## src/rtl/cpt_pkg.sv

```systemverilog
package cpt_pkg;
  typedef enum logic [1:0] {
    ST_IDLE  = 2'd0,
    ST_RUN   = 2'd1,
    ST_DRAIN = 2'd2,
    ST_DIV   = 2'd3
  } cpt_state_e;
endpackage

```

## src/rtl/cpt_gate.sv

```systemverilog
// Start-time decision: the task threshold of the interval and whether the
// loop is too small to adapt at all.
module cpt_gate #(
  parameter int THREAD_W         = 4,
  parameter int LOOP_W           = 16,
  parameter int TASK_W           = 8,
  parameter int TASKS_PER_THREAD = 2,
  parameter int MIN_INTERVALS    = 30
) (
  input  logic [THREAD_W-1:0] threads,
  input  logic [LOOP_W-1:0]   loop_tasks,
  output logic [TASK_W-1:0]   threshold,
  output logic                use_dflt
);
  localparam int LOOP_SCALE = MIN_INTERVALS * TASKS_PER_THREAD;

  logic [31:0] need;
  logic [31:0] per_iv;

  always_comb begin
    per_iv    = 32'(TASKS_PER_THREAD) * 32'(threads);
    need      = 32'(LOOP_SCALE) * 32'(threads);
    threshold = TASK_W'(per_iv);
    use_dflt  = (threads == '0) || (32'(loop_tasks) < need);
  end
endmodule

```

## src/rtl/cpt_divider.sv

```systemverilog
// Restoring divider: one quotient bit per cycle, NUM_W cycles per result.
module cpt_divider #(
  parameter int NUM_W = 16,
  parameter int DEN_W = 8
) (
  input  logic             clk,
  input  logic             rst,
  input  logic             go,
  input  logic [NUM_W-1:0] num,
  input  logic [DEN_W-1:0] den,
  output logic             valid,
  output logic [NUM_W-1:0] quot
);
  localparam int CNT_W = $clog2(NUM_W + 1);

  logic             busy;
  logic [CNT_W-1:0] step;
  logic [DEN_W:0]   rem;
  logic [NUM_W-1:0] q;
  logic [DEN_W-1:0] den_q;
  logic [NUM_W-1:0] num_q;
  logic [DEN_W:0]   rem_sh;
  logic             fits;

  always_comb begin
    rem_sh = {rem[DEN_W-1:0], q[NUM_W-1]};
    fits   = rem_sh >= {1'b0, den_q};
  end

  always_ff @(posedge clk) begin
    if (rst) begin
      busy  <= 1'b0;
      step  <= '0;
      rem   <= '0;
      q     <= '0;
      den_q <= '0;
      num_q <= '0;
      valid <= 1'b0;
    end else begin
      valid <= 1'b0;
      if (go && !busy) begin
        busy  <= 1'b1;
        step  <= '0;
        rem   <= '0;
        q     <= num;
        num_q <= num;
        den_q <= den;
      end else if (busy) begin
        if (fits) begin
          rem <= rem_sh - {1'b0, den_q};
          q   <= {q[NUM_W-2:0], 1'b1};
        end else begin
          rem <= rem_sh;
          q   <= {q[NUM_W-2:0], 1'b0};
        end
        step <= step + 1'b1;
        if (step == CNT_W'(NUM_W - 1)) begin
          busy  <= 1'b0;
          valid <= 1'b1;
        end
      end
    end
  end

  assign quot = q;

  // the quotient is the floor of the latched dividend over divisor
  assert_quotient_floor_R6: assert property (@(posedge clk) disable iff (rst)
    valid |-> ((64'(quot) * 64'(den_q) <= 64'(num_q)) &&
               (64'(quot) * 64'(den_q) + 64'(den_q) > 64'(num_q))));

  // a division never starts with a zero divisor
  assert_nonzero_divisor_R6: assert property (@(posedge clk) disable iff (rst)
    (go && !busy) |-> (den != '0));
endmodule

```

## src/rtl/cpt_monitor.sv

```systemverilog
module cpt_monitor #(
  parameter int THREAD_W         = 4,
  parameter int TASK_W           = 8,
  parameter int CYC_W            = 16,
  parameter int LOOP_W           = 16,
  parameter int TASKS_PER_THREAD = 2,
  parameter int MIN_INTERVALS    = 30
) (
  input  logic                clk,
  input  logic                rst,
  input  logic                start,
  input  logic [THREAD_W-1:0] active_threads,
  input  logic [LOOP_W-1:0]   loop_tasks,
  input  logic                task_done,
  input  logic                all_idle,
  output logic                drain_req,
  output logic                interval_done,
  output logic                use_default,
  output logic [CYC_W-1:0]    cycles_per_task
);
  import cpt_pkg::*;

  cpt_state_e        state;
  logic [TASK_W-1:0] thr_q;
  logic [TASK_W-1:0] task_cnt;
  logic [CYC_W-1:0]  cyc_cnt;
  logic              drain_q;
  logic              done_q;
  logic              fb_q;
  logic [CYC_W-1:0]  cpt_q;

  logic [TASK_W-1:0] thr_new;
  logic              dflt_new;
  logic [TASK_W-1:0] task_nxt;
  logic [CYC_W-1:0]  cyc_nxt;
  logic              div_go;
  logic              div_valid;
  logic [CYC_W-1:0]  div_quot;

  cpt_gate #(
    .THREAD_W(THREAD_W), .LOOP_W(LOOP_W), .TASK_W(TASK_W),
    .TASKS_PER_THREAD(TASKS_PER_THREAD), .MIN_INTERVALS(MIN_INTERVALS)
  ) u_gate (
    .threads(active_threads), .loop_tasks(loop_tasks),
    .threshold(thr_new), .use_dflt(dflt_new)
  );

  always_comb begin
    task_nxt = task_cnt + TASK_W'(task_done && (task_cnt != '1));
    cyc_nxt  = cyc_cnt + CYC_W'(cyc_cnt != '1);
    div_go   = (state == ST_DRAIN) && all_idle;
  end

  cpt_divider #(.NUM_W(CYC_W), .DEN_W(TASK_W)) u_div (
    .clk(clk), .rst(rst), .go(div_go), .num(cyc_nxt), .den(task_nxt),
    .valid(div_valid), .quot(div_quot)
  );

  always_ff @(posedge clk) begin
    if (rst) begin
      state    <= ST_IDLE;
      thr_q    <= '0;
      task_cnt <= '0;
      cyc_cnt  <= '0;
      drain_q  <= 1'b0;
      done_q   <= 1'b0;
      fb_q     <= 1'b0;
      cpt_q    <= '0;
    end else begin
      done_q <= 1'b0;
      case (state)
        ST_IDLE: if (start) begin
          if (dflt_new) begin
            fb_q   <= 1'b1;
            done_q <= 1'b1;
            cpt_q  <= '0;
          end else begin
            fb_q     <= 1'b0;
            thr_q    <= thr_new;
            task_cnt <= '0;
            cyc_cnt  <= '0;
            state    <= ST_RUN;
          end
        end
        ST_RUN: begin
          cyc_cnt  <= cyc_nxt;
          task_cnt <= task_nxt;
          if (task_nxt >= thr_q) begin
            state   <= ST_DRAIN;
            drain_q <= 1'b1;
          end
        end
        ST_DRAIN: begin
          cyc_cnt  <= cyc_nxt;
          task_cnt <= task_nxt;
          if (all_idle) begin
            state   <= ST_DIV;
            drain_q <= 1'b0;
          end
        end
        ST_DIV: if (div_valid) begin
          cpt_q  <= div_quot;
          done_q <= 1'b1;
          state  <= ST_IDLE;
        end
        default: state <= ST_IDLE;
      endcase
    end
  end

  assign drain_req       = drain_q;
  assign interval_done   = done_q;
  assign use_default     = fb_q;
  assign cycles_per_task = cpt_q;

  // a drain is only requested once the quota has been met
  assert_drain_after_quota_R2: assert property (@(posedge clk) disable iff (rst)
    drain_q |-> (task_cnt >= thr_q));

  // the done indication lasts a single cycle
  assert_done_single_R7: assert property (@(posedge clk) disable iff (rst)
    done_q |=> !done_q);

  // the default path never asks threads to drain
  assert_default_no_drain_R8: assert property (@(posedge clk) disable iff (rst)
    (fb_q && done_q) |-> !drain_q);

  // a start during a running interval leaves the threshold alone
  assert_busy_start_ignored_R9: assert property (@(posedge clk) disable iff (rst)
    (state == ST_RUN && start) |=> (thr_q == $past(thr_q)));
endmodule

```

## config.mk

```make
export PLATFORM = sky130hd
export DESIGN_NAME = cpt_monitor
export DESIGN_NICKNAME = d
export VERILOG_FILES = /design/src/rtl/cpt_pkg.sv /design/src/rtl/cpt_gate.sv /design/src/rtl/cpt_divider.sv /design/src/rtl/cpt_monitor.sv
export SDC_FILE = /design/constraint.sdc
export NUM_CORES = 1
export LEC_CHECK = 0
export BUFFER_PORTS_ARGS = -buffer_cell sky130_fd_sc_hd__buf_2
export CAP_MARGIN = 20
export CORE_ASPECT_RATIO = 0.75
export CORE_MARGIN = 3
export CORE_UTILIZATION = 30
export CTS_CLUSTER_SIZE = 25
export DETAILED_ROUTE_END_ITERATION = 16
export HOLD_SLACK_MARGIN = 0.05
export RECOVER_POWER = 50
export SLEW_MARGIN = 30
export SYNTH_ARGS = -nofsm -noshare
export SYNTH_HDL_FRONTEND = slang
export SYNTH_HIERARCHICAL = 1
export SYNTH_SLANG_ARGS = --single-unit
```

## constraint.sdc

```tcl
create_clock -name clk -period 12.6 [get_ports clk]
set_clock_uncertainty 0.2 [all_clocks]
set_input_delay 1.26 -clock clk [delete_from_list [all_inputs] [get_ports clk]]
set_output_delay 1.26 -clock clk [all_outputs]
set_load 0.02 [all_outputs]
```

### After elaboration in Yosys (flattened, before gate mapping)

Cells that the tools add are included.

| storage, ports and cells | value |
|---|---|
| register bits after elaboration | 88 |
| input port bits | 25 |
| output and inout port bits | 19 |

| cells by class | value |
|---|---|
| $add $sub $neg | 4 |
| $mul | 1 |
| $lt $le $gt $ge | 3 |
| eq/ne operators | 12 |
| mux-type cells | 31 |
| bitwise gates (word level) | 2 |
| reduce and logical (&&, ||, !) cells | 20 |

Operator list:

| kind | number |
|---|---|
| 16-bit two-way mux | 7 |
| 16-bit one-hot mux with 2 select lines | 2 |
| 8-bit two-way mux | 3 |
| 16-bit by 1-bit adder with 16-bit output | 1 |
| 16-bit by 10-bit < comparator with 1-bit output | 1 |
| 16-bit != test (second input constant) | 1 |
| 8-bit one-hot mux with 2 select lines | 1 |
| 1-bit two-way mux | 10 |
| 2-bit two-way mux | 5 |
| 2-bit != test (second input constant) | 5 |
| 9-bit by 8-bit >= comparator with 1-bit output | 1 |
| 3-bit AND reduction | 3 |
| 8-bit by 1-bit adder with 8-bit output | 1 |
| 8-bit by 5-bit >= comparator with 1-bit output | 1 |
| 4-bit by 4-bit multiplier with 8-bit output (first input constant) | 1 |
| 8-bit != test (second input constant) | 1 |
| 2-bit one-hot mux with 4 select lines | 1 |
| 2-bit nonzero test | 4 |
| 8-bit subtractor | 1 |
| 5-bit by 1-bit adder with 5-bit output (second input constant) | 1 |
| 5-bit by 4-bit == test with 1-bit output (second input constant) | 1 |
| 5-bit AND reduction | 1 |
| 2-bit == test (second input constant) | 2 |
| 4-bit zero test | 1 |
| 12 further kinds | 17 |

### Longest topological paths before layout

Gate-level depths: netlist of run 1.

| logic depth | value |
|---|---|
| word-level depth | 6 |
| depth in mapped cells | 19 |
| gate-level depth less buffers | 17 |

### Modules after synthesis

Netlist of run 1, hierarchy kept.

Modules (own cells, without submodules):

| module | instances | cells each | area each (sq um) | sequential area each (sq um) |
|---|---|---|---|---|
| cpt_monitor | 1 | 365 | 2,871.5 | 1,061.0 |
| cpt_divider | 1 | 256 | 2,143.3 | 780.7 |
| cpt_gate | 1 | 73 | 646.9 | 0.0 |

### Least setup slack after synthesis of run 1

No wires, ideal clock.

| path | value |
|---|---|
| kind | input -> register |
| from | in active_threads[1] |
| to | reg task_cnt[2] |
| arrival | 4.950 ns |
| data required time | 12.268 ns |
| slack | 7.317 ns |
| stages | 18 |
| buffers on the path | 2 |
| path through | fa_1 -> fa_1 -> ha_1 -> a21o_1 -> a21oi_1 -> xnor2_1 -> ha_1 -> o21a_1 -> a21oi_1 -> o21ai_0 -> a41oi_1 -> and3b_1 -> buf_2 -> a21oi_1 -> buf_2 -> nor3b_1 -> o21ai_0 -> a21oi_1 |

| between the ends | value |
|---|---|
| cells in the longest elaborated chain, start to end | 5 |
| elaborated cells on any way between the ends | 6 |
| classes of those cells | mul (1); order compare (1); eq/ne (1); reduce/logical (3) |

Ends and longest elaborated chain:

| element | line | RTL |
|---|---|---|
| start: declaration | cpt_monitor.sv:12 | `input logic [THREAD_W-1:0] active_threads,` |
| 4-bit by 4-bit multiplier with 8-bit output | cpt_gate.sv:22 | `need = 32'(LOOP_SCALE) * 32'(threads);` |
| 16-bit by 10-bit < comparator with 1-bit output | cpt_gate.sv:24 | `use_dflt = (threads == '0) \|\| (32'(loop_tasks) < need);` |
| 1-bit logical OR * | cpt_gate.sv:24 |  |
| net dflt_new | cpt_monitor.sv:33 | `logic dflt_new;` |
| 2-bit != test (no source line) * | n/a |  |
| 3-bit AND reduction (no source line) * | n/a |  |
| end signal: assignment | cpt_monitor.sv:87 | `task_cnt <= task_nxt;` |
| end signal: assignment | cpt_monitor.sv:95 | `task_cnt <= task_nxt;` |
| end: declaration | cpt_monitor.sv:25 | `logic [TASK_W-1:0] task_cnt;` |

Mark *: on every way through the listed nets, which the timed path passes. The rest lies on a longest branch.
A chain may end at the register's enable or synchronous reset.

### Worst setup path after layout of run 1

| path | value |
|---|---|
| from | in active_threads[1] |
| to | reg cyc_cnt[3] |

| between the ends | value |
|---|---|
| cells in the longest elaborated chain, start to end | 5 |
| elaborated cells on any way between the ends | 6 |
| classes of those cells | mul (1); order compare (1); eq/ne (1); reduce/logical (3) |

Ends and longest elaborated chain:

| element | line | RTL |
|---|---|---|
| 4-bit by 4-bit multiplier with 8-bit output | cpt_gate.sv:22 |  |
| 16-bit by 10-bit < comparator with 1-bit output | cpt_gate.sv:24 |  |
| 1-bit logical OR * | cpt_gate.sv:24 |  |
| net dflt_new | cpt_monitor.sv:33 |  |
| 2-bit != test (no source line) * | n/a |  |
| 3-bit AND reduction (no source line) * | n/a |  |
| end signal: assignment | cpt_monitor.sv:86 | `cyc_cnt <= cyc_nxt;` |
| end signal: assignment | cpt_monitor.sv:94 | `cyc_cnt <= cyc_nxt;` |
| end: declaration | cpt_monitor.sv:26 | `logic [CYC_W-1:0] cyc_cnt;` |

Marks and branches as above.

==> impl_metrics.csv, run 1 <==
group,metric,value,unit
place,hpwlAfterDp,8769,µm
die,die_width,164.6,µm
synthesis,avgSynthCellArea,8.158,µm²
clock_tree,cts_max_level,3,
global_route,grt.overflow.total,0,
die,dieArea,20570,µm²
die,rows,42,
pwr,vdd_drop_max,0.08159,mV
worst_setup_path,crit_path_end_kind,"flop",
run_status,violations,"capacitance limit",
synthesis,synth_compound_area_frac,0.1715,
clock_tree,cts_root_buf,"clkbuf_16",
layout,finalNonFillerCells,954,
global_route,grt_max_degree,80,
pwr,powerDensity,145.1,nW/µm²
clock_tree,cts_resized,0,
synthesis,synth-xor-area-share,0.04641,
worst_setup_path,path_class,"in -> reg",
synthesis,yosys.area_share.simple,0.2221,
pwr,total_leakage_power,2.365,nW
sta,period_share,0.4669,
worst_setup_path,worstPathRequired,12.59,ns
place,portBuffers,41,
min_path,worstHoldPathType,"reg -> reg",
clock_tree,cts_buffers,9,
synthesis,synth_ff_type,"dfxtp_1",
routing,wl_per_cell,12.95,µm
routing,dr.pass1.iters,4,
die,core_region_area,18080,µm²
sta,timing.hold.ws,0.2490,ns
synthesis,ys_seq_area_frac,0.3253,
routing,routed-via-count,4594,
synthesis,ys_warn_count,6,
clock_tree,cts_tree,"done",
synthesis,synthAdderAreaFrac,0.1193,
pwr,p_int,559.7,µW
routing,drc_errors,0,
synthesis,synth_area,5662,µm²
routing,viasPerCell,4.816,
synthesis,synth_edf_count,0,
clock_tree,cts.hold.buffers_added,0,
sta,report.final.slew_viol_count,0,
pwr,seqPwrFrac,0.359,
clock_tree,clk_pin_slew_worst_paths,0.07,ns
synthesis,synth_top_family_by_area,"simple AND/OR/NAND/NOR gates",
sta,setup_viol,0,
sta,hold_violations,0,
worst_setup_path,cp_max_fo,19,
global_route,grt_pass1_vias,4331,
layout,finalNetCount,783,
place,gp_congestion,0.8107,
sta,worstMarginPinSlew,1.498,ns
layout,final_util,0.3420,
clock_tree,numClockSinks,92,
sta,setup_slack,6.718,ns
run_status,status,"finished with violations",
pwr,p_switching,337.0,µW
synthesis,ys_ff_latch,92,
synthesis,synthDistinctLibCells,68,
clock_tree,cts_buffer_depth,2,
die,dieHeight,125.0,µm
flow_run,drv_cap,1,
global_route,grt_pass1_wl,21290,µm
worst_setup_path,worstPathArrival,5.87,ns
worst_setup_path,crit_path_start_kind,"input port",
sta,tns,0,ns
sta,rsz0062_at_grt,"no",
routing,wirelength,12360,µm
sta,fmaxAchievable,0.1700,GHz
synthesis,syn-instance-count,694,
pwr,pwr-share-clk,0.284,
routing,ant_nets,0,
global_route,antenna_found_initial,0,
routing,dr.first_iter.drc_count,235,
layout,drive_gt1_frac,0.07865,
clock_tree,clkLatencyLatePin,0.34,ns
clock_tree,cts_setup_buffers,0,
layout,syn_to_final_growth,9.193,%
sta,period_needed,5.882,ns
pwr,switching_share,0.3758,
synthesis,ys_async_sr_fraction,0,
layout,diodes,0,
place,dp_slack,6.338,ns
die,ios,44,
sta,relSlewSlack,0.001493,
die,start_util,0.3132,
pwr,power_frac_comb,0.356,
global_route,grt_usage,0.1247,
place,dp.cells,938,
synthesis,synth.mux.area_fraction,0.04066,
==> per-stage QoR <==
stage               instance area, µm²  power, mW
global placement                  5942     0.6453
global route                      6182     0.9605
finish                            6182     0.8968
floorplan                         5673     0.5775
detailed placement                5942     0.6478
CTS                               6221     0.9076
==> per-layer routing <==
metal | up-vias | wire [µm] | GRT usage
li1 | 2420 | - | -
met1 | 2080 | 6667 | 0.1917
met2 | 86 | 5147 | 0.1814
met3 | 8 | 460 | 0.02216
met4 | 0 | 80 | 0.02515
met5 | - | 0 | 0
==> area by class of cell <==
cell class / instances / area, µm²
Clock inverter: 5 / 36.28
Multi-Input combinational cell: 522 / 3407
Inverter: 36 / 135.1
Fill cell: 1969 / 11900
Sequential cell: 92 / 1843
Timing Repair Buffer: 46 / 215.2
Clock buffer: 11 / 242.7
Tap cell: 242 / 302.8
==> cell usage after synthesis, drive strengths merged (7+ instances only) <==
library cell	count	share of area
dfxtp	92	0.33
a21oi	86	0.077
nand2	79	0.052
nor2	64	0.042
ha	46	0.10
inv	36	0.024
buf	33	0.040
nand3	33	0.029
o21ai	31	0.029
mux2i	23	0.041
xnor2	18	0.028
clkbuf	13	0.0088
nor2b	12	0.015
xor2	12	0.019
and3	10	0.011
nand2b	9	0.011
nor3	9	0.0080
a211oi	8	0.011
nand4	8	0.011
nor3b	7	0.010
==> power groups by stage <==
| stage | clock network, mW | logic (mW) | registers (mW) |
|---|---|---|---|
| 5_1_grt | 0.275 | 0.361 | 0.324 |
| 3_5_place_dp | 0 | 0.319 | 0.329 |
| 6_report | 0.255 | 0.320 | 0.322 |
| 2_1_floorplan | 0 | 0.250 | 0.327 |
| 4_1_cts | 0.265 | 0.321 | 0.322 |
| 3_3_place_gp | 0 | 0.317 | 0.328 |
==> cell usage in the layout, fill, tap and decap left out, types with 22 or more instances in the layout <==
| master | instances |
|---|---|
| dfxtp_1 | 91 |
| a21oi_1 | 85 |
| nand2_1 | 79 |
| nor2_1 | 63 |
| ha_1 | 46 |
| inv_1 | 36 |
| nand3_1 | 33 |
| o21ai_0 | 26 |
| mux2i_1 | 23 |
| buf_2 | 22 |
==> final timing paths <==
check	depth (start not counted)	from	endpoint	slack [ns]
min reg2reg	2	cycles_per_task[8]	cycles_per_task[8]	0.25
max	18	active_threads[1]	cyc_cnt[3]	6.72
min	2	cycles_per_task[8]	cycles_per_task[8]	0.25
max reg2reg	10	state[0]	u_div/rem[6]	8.93
==> cells by family after synthesis <==
group / after synthesis
and+or+nand+nor: 253
AOI/OAI and AO/OA: 161
DFF: 92
buffers and inverters: 83
adders and majority gates: 51
xor gates and xnor gates: 30
muxes: 23
other: 1
==> worst max-delay path, cell delays in order <==
cell and delay, ns:
buf_2 0.16, fa_1 0.60, fa_1 0.47, ha_1 0.30, a21o_1 0.18, a21oi_1 0.27
xnor2_1 0.16, ha_1 0.26, o21a_1 0.11, a21oi_1 0.15, o21ai_0 0.12, a41oi_1 0.33
and3b_1 0.35, a21oi_2 0.49, buf_4 0.34, nor3b_1 0.07, o21ai_0 0.15, a21oi_1 0.08
==> registers in the layout, summed over array words and instances, names as in the netlist <==
name / flops
cyc_cnt: 16
u_div/quot: 16
u_div/step: 5
use_default: 1
u_div/den_q: 8
cycles_per_task: 16
drain_req: 1
task_cnt: 8
thr_q: 8
u_div/rem: 8
u_div/valid: 1
state: 2
u_div/busy: 1
interval_done: 1
(Power assumes the default switching activity.)
==> inputs of run 2 (changes only) <==
clock period = 5.9 ns   (was 12.6 ns; I/O delays follow)
==> impl_metrics.csv, run 2 (synthesis results as in run 1) <==
group,metric,value,unit
layout,fin_area,6167,µm²
die,ios,44,
pwr,switching_share,0.3744,
layout,drive_gt1_frac,0.07725,
die,dieArea,20570,µm²
routing,routed-via-count,4617,
layout,final_common_cell,"dfxtp_1",
worst_setup_path,worstPathArrival,4.91,ns
layout,diodes,0,
global_route,antenna_found_initial,0,
worst_setup_path,crit_path_end_kind,"flop",
worst_setup_path,cp_max_fo,10,
sta,period_share,0.8296,
place,place_area,5949,µm²
clock_tree,cts_resized,0,
routing,dr.first_iter.drc_count,280,
global_route,grt_pass1_wl,20930,µm
die,die_width,164.6,µm
global_route,grt.overflow.total,0,
clock_tree,cts_buffer_depth,2,
run_status,status,"finished, final reports clean",
sta,hold_violations,0,
clock_tree,numClockSinks,92,
routing,ant_nets,0,
clock_tree,cts_tree,"done",
layout,fillers,1945,
routing,dr.pass1.iters,5,
layout,final_util,0.3412,
clock_tree,cts_buffers,9,
routing,wirelength,12390,µm
layout,syn_to_final_growth,8.928,%
sta,setup_viol,0,
pwr,powerDensity,310.6,nW/µm²
global_route,grt_max_degree,61,
sta,relSlewSlack,0.05278,
global_route,grt_usage,0.1234,
die,rows,42,
place,gp_congestion,0.7855,
worst_setup_path,path_class,"in -> reg",
sta,report.final.slew_viol_count,0,
pwr,p_int,1.198,mW
die,dieHeight,125.0,µm
sta,worstMarginPinSlew,1.421,ns
sta,rsz0062_at_grt,"no",
pwr,total_leakage_power,2.343,nW
clock_tree,clk_pin_slew_worst_paths,0.07,ns
layout,regArea,1843,µm²
clock_tree,cts_max_level,3,
place,portBuffers,41,
layout,finalNetCount,784,
place,hpwlAfterDp,8748,µm
pwr,vdd_drop_max,0.1726,mV
routing,viasPerCell,4.840,
clock_tree,cts.hold.buffers_added,0,
layout,multi_input_area,3396,µm²
sta,tns,0,ns
pwr,seqPwrFrac,0.359,
pwr,pwr-share-clk,0.280,
clock_tree,cts_setup_buffers,0,
layout,final_cell_mix,"dfxtp_1 (91), a21oi_1 (84), nand2_1 (79), nor2_1 (63), ha_1 (46)",
flow_run,drv_cap,0,
sta,fmaxAchievable,0.2043,GHz
global_route,grt_pass1_vias,4263,
routing,drc_errors,0,
routing,wl_per_cell,12.98,µm
worst_setup_path,crit_path_start_kind,"input port",
die,start_util,0.3132,
min_path,worstHoldPathType,"reg -> reg",
sta,period_needed,4.895,ns
clock_tree,clkLatencyLatePin,0.34,ns
die,core_region_area,18080,µm²
worst_setup_path,worstPathRequired,5.92,ns
pwr,power_frac_comb,0.360,
clock_tree,cts_root_buf,"clkbuf_16",
pwr,p_switching,717.1,µW
-- run 2: through the flow --
stage	hold slack, ns	instances	total power [mW]	setup slack, ns
CTS	0.2534	954	1.935	0.9806
global placement	0.2391	939	1.386	0.6697
detailed placement	0.2439	939	1.390	0.6567
finish	0.2523	954	1.915	1.005
global route	0.2733	954	2.052	0.6660
floorplan	0.2363	697	1.233	1.287
-- run 2: power groups by stage --
stage	clock network (mW)	logic, mW	registers, mW
final	0.537	0.690	0.688
after global routing	0.582	0.777	0.693
after CTS	0.555	0.692	0.688
after detailed placement	0	0.689	0.701
after global placement	0	0.684	0.701
after floorplan	0	0.534	0.699
-- run 2: layer usage --
metal,up-vias,share of wire,GRT usage
met5,-,0,0
met4,0,0.010,0.03057
met3,11,0.036,0.02811
met2,66,0.42,0.1817
met1,2121,0.53,0.1817
li1,2419,-,-
-- run 2: worst max-delay path, cell delays in order --
cell,delay [ns]
buf_2,0.15
fa_1,0.60
fa_1,0.47
ha_1,0.31
a21o_1,0.18
a21oi_1,0.26
xnor2_1,0.16
ha_1,0.26
o21a_1,0.11
a21oi_1,0.14
o21ai_0,0.10
a41oi_1,0.34
and3b_1,0.35
o21ai_1,0.58
nor3_1,0.09
a21oi_1,0.16
nor2_1,0.06
-- run 2: final cells by class --
| type | count | share of cell area |
|---|---|---|
| flip-flops and latches | 92 | 0.2988 |
| inverters | 36 | 0.02191 |
| clock buffers | 12 | 0.03997 |
| repair buffers | 47 | 0.03611 |
| multi-input cells | 522 | 0.5506 |
| clock inverters | 3 | 0.003449 |
| well taps | 242 | 0.04910 |
-- run 2: worst paths after layout --
check / start / end / slack [ns] / cells past startpoint
worst max-delay path: active_threads[1] / cyc_cnt[9] / 1.01 / 17
worst min-delay path: cycles_per_task[7] / cycles_per_task[7] / 0.25 / 2
worst max register to register: state[0] / u_div/rem[7] / 2.34 / 9
worst min register to register: cycles_per_task[7] / cycles_per_task[7] / 0.25 / 2
==> inputs of run 3 (changes only) <==
ABC_AREA = 1   (was unset)
clock period = 4.45 ns   (was 5.9 ns; I/O delays follow)
==> impl_metrics.csv, run 3 <==
group,metric,value,unit
global_route,grt_max_degree,31,
synthesis,synth_edf_count,0,
layout,regArea,1843,µm²
sta,period_share,0.9046,
routing,ant_nets,0,
worst_setup_path,reg2reg_to,"state[0]",
global_route,antenna_found_initial,0,
clock_tree,clkLatencyLatePin,0.35,ns
synthesis,syn-instance-count,810,
layout,final_cell_mix,"nand2_1 (241), inv_1 (101), dfxtp_1 (91), a21oi_1 (71), nand3_1 (70)",
sta,report.final.slew_viol_count,0,
die,start_util,0.3125,
sta,period_needed,4.026,ns
synthesis,synth_area,5633,µm²
place,portBuffers,41,
place,gp_congestion,0.8049,
die,dieHeight,124.7,µm
clock_tree,cts_setup_buffers,0,
routing,dr.first_iter.drc_count,368,
layout,syn_to_final_growth,11.26,%
synthesis,avgSynthCellArea,6.954,µm²
min_path,worstHoldPathType,"reg -> reg",
layout,drive_gt1_frac,0.07967,
global_route,grt.overflow.total,0,
clock_tree,cts.hold.buffers_added,0,
sta,hold_violations,0,
synthesis,synthDistinctLibCells,48,
layout,multi_input_area,3176,µm²
min_path,worstHoldStart,"thr_q[7]",
clock_tree,cts_buffers,9,
sta,relSlewSlack,0.3442,
routing,drc_errors,0,
pwr,powerDensity,510.6,nW/µm²
die,die_width,164.2,µm
clock_tree,numClockSinks,92,
synthesis,yosys-top-cells-area,"dfxtp_1 (33%), nand2_1 (16%), ha_1 (10%)",
sta,setup_viol,0,
clock_tree,cts_root_buf,"clkbuf_16",
worst_setup_path,reg2reg_setup_slack,1.43,ns
synthesis,synth_ff_type,"dfxtp_1",
layout,final_common_cell,"nand2_1",
worst_setup_path,crit_path_start_kind,"input port",
sta,worstMarginPinSlew,0.9801,ns
synthesis,synth.top_cell.area_share,0.3270,
synthesis,synth_top_area_cell,"dfxtp_1",
worst_setup_path,worstPathRequired,4.53,ns
min_path,hold_depth,2,
routing,wirelength,12620,µm
clock_tree,cts_tree,"done",
routing,wl_per_cell,11.65,µm
die,ios,44,
die,rows,42,
die,dieArea,20470,µm²
worst_setup_path,crit_path_end_kind,"flop",
synthesis,ys_seq_area_frac,0.3270,
run_status,status,"finished, final reports clean",
layout,finalNetCount,912,
synthesis,synthTopCellsByCount,"nand2_1 (239), inv_1 (100), dfxtp_1 (92)",
worst_setup_path,cp_max_fo,20,
flow_run,drv_cap,0,
worst_setup_path,r2r-start,"task_cnt[3]",
routing,routed-via-count,4775,
pwr,total_leakage_power,2.803,nW
worst_setup_path,path_class,"in -> reg",
layout,diodes,0,
synthesis,synth_most_common_cell,"nand2_1",
synthesis,ys_async_sr_fraction,0,
global_route,grt_pass1_vias,4505,
sta,tns,0,ns
worst_setup_path,worstPathArrival,4.10,ns
sta,rsz0062_at_grt,"no",
clock_tree,cts_resized,0,
layout,fillers,1963,
pwr,vdd_drop_max,0.2282,mV
place,hpwlAfterDp,9345,µm
pwr,power,3.200,mW
clock_tree,clk_pin_slew_worst_paths,0.07,ns
routing,viasPerCell,4.409,
synthesis,ys_warn_count,6,
synthesis,ys_ff_latch,92,
worst_setup_path,worstRegToRegCells,16,
clock_tree,cts_max_level,3,
sta,timing.hold.ws,0.2624,ns
sta,fmaxAchievable,0.2484,GHz
clock_tree,cts_buffer_depth,2,
global_route,grt_usage,0.1293,
global_route,grt_pass1_wl,21940,µm
routing,dr.pass1.iters,5,
die,core_region_area,18020,µm²
min_path,holdPathEnd,"thr_q[7]",
[run 3: cell types whose count changed after synthesis, sizes merged, moves of 7 or more]
cell | before | now
a211oi | 8 | 1
a21oi | 86 | 75
and3 | 10 | 2
buf | 33 | 22
inv | 36 | 105
mux2i | 23 | 0
nand2 | 79 | 246
nand2b | 9 | 0
nand3 | 33 | 71
nor2 | 64 | 55
nor2b | 12 | 0
o21ai | 31 | 21
xnor2 | 18 | 7
[run 3: cells by family after synthesis]
family	after synthesis	synth area share
simple gates	401	0.3110
flops	92	0.3270
buf+inv	139	0.1082
compound gates	109	0.1068
xor+xnor	17	0.02643
other cells	1	0.0006657
fa+ha+maj	51	0.1199
[run 3: how the worst max path moves through the flow]
stage | from | endpoint | slack [ns]
4_1_cts | active_threads[2] | task_cnt[0] | 0.40
2_1_floorplan | active_threads[1] | cyc_cnt[4] | 0.55
6_report | active_threads[2] | task_cnt[0] | 0.42
3_3_place_gp | active_threads[2] | cyc_cnt[8] | 0.13
5_1_grt | active_threads[2] | cyc_cnt[9] | 0.13
3_5_place_dp | active_threads[2] | cyc_cnt[2] | 0.06
[run 3: layer usage]
metal	share of wire	up-vias	track usage	routed length [µm]
li1	-	2620	-	-
met1	0.58	2078	0.2092	7295
met2	0.37	70	0.1725	4703
met3	0.042	7	0.02427	536
met4	0.0066	0	0.02834	83
met5	0	-	0	0
[run 3: worst max-delay path, cell delays in order]
cell and delay (ns):
buf_2 0.15, fa_1 0.51, fa_1 0.53, ha_1 0.31
nand3_1 0.08, nand3_1 0.11, xnor2_1 0.15, ha_1 0.29
nand2_1 0.09, inv_1 0.04, a21oi_1 0.13, nand2_1 0.08
nand2_1 0.06, nand2_1 0.05, nand2_1 0.15, nor2_4 0.07
a21oi_4 0.27, buf_4 0.32, nand2_1 0.10, a21oi_1 0.15
[run 3: per-stage QoR]
stage,util,worst slack [ns],cells,instance area (µm²)
final,0.3477,0.4245,1083,6267
after global routing,0.3477,0.1338,1083,6267
after CTS,0.3501,0.3986,1083,6311
after detailed placement,0.3318,0.06206,1067,5981
after global placement,0.3316,0.1334,1067,5977
after floorplan,-,0.5518,813,5644
[run 3: report_power, final]
| group | switching [mW] | leakage [nW] | internal, mW |
|---|---|---|---|
| registers | 0.0621 | 0.745 | 0.904 |
| logic | 0.906 | 1.90 | 0.482 |
| clock network | 0.346 | 0.159 | 0.501 |
[run 3: final cells by class]
cell class              count  share of cell area
multi-input cells         582              0.5067
flip-flops and latches     92              0.2941
inverters                 105             0.06329
well taps                 242             0.04831
clock buffers               9             0.03594
repair buffers             46             0.03494
clock inverters             7             0.01677
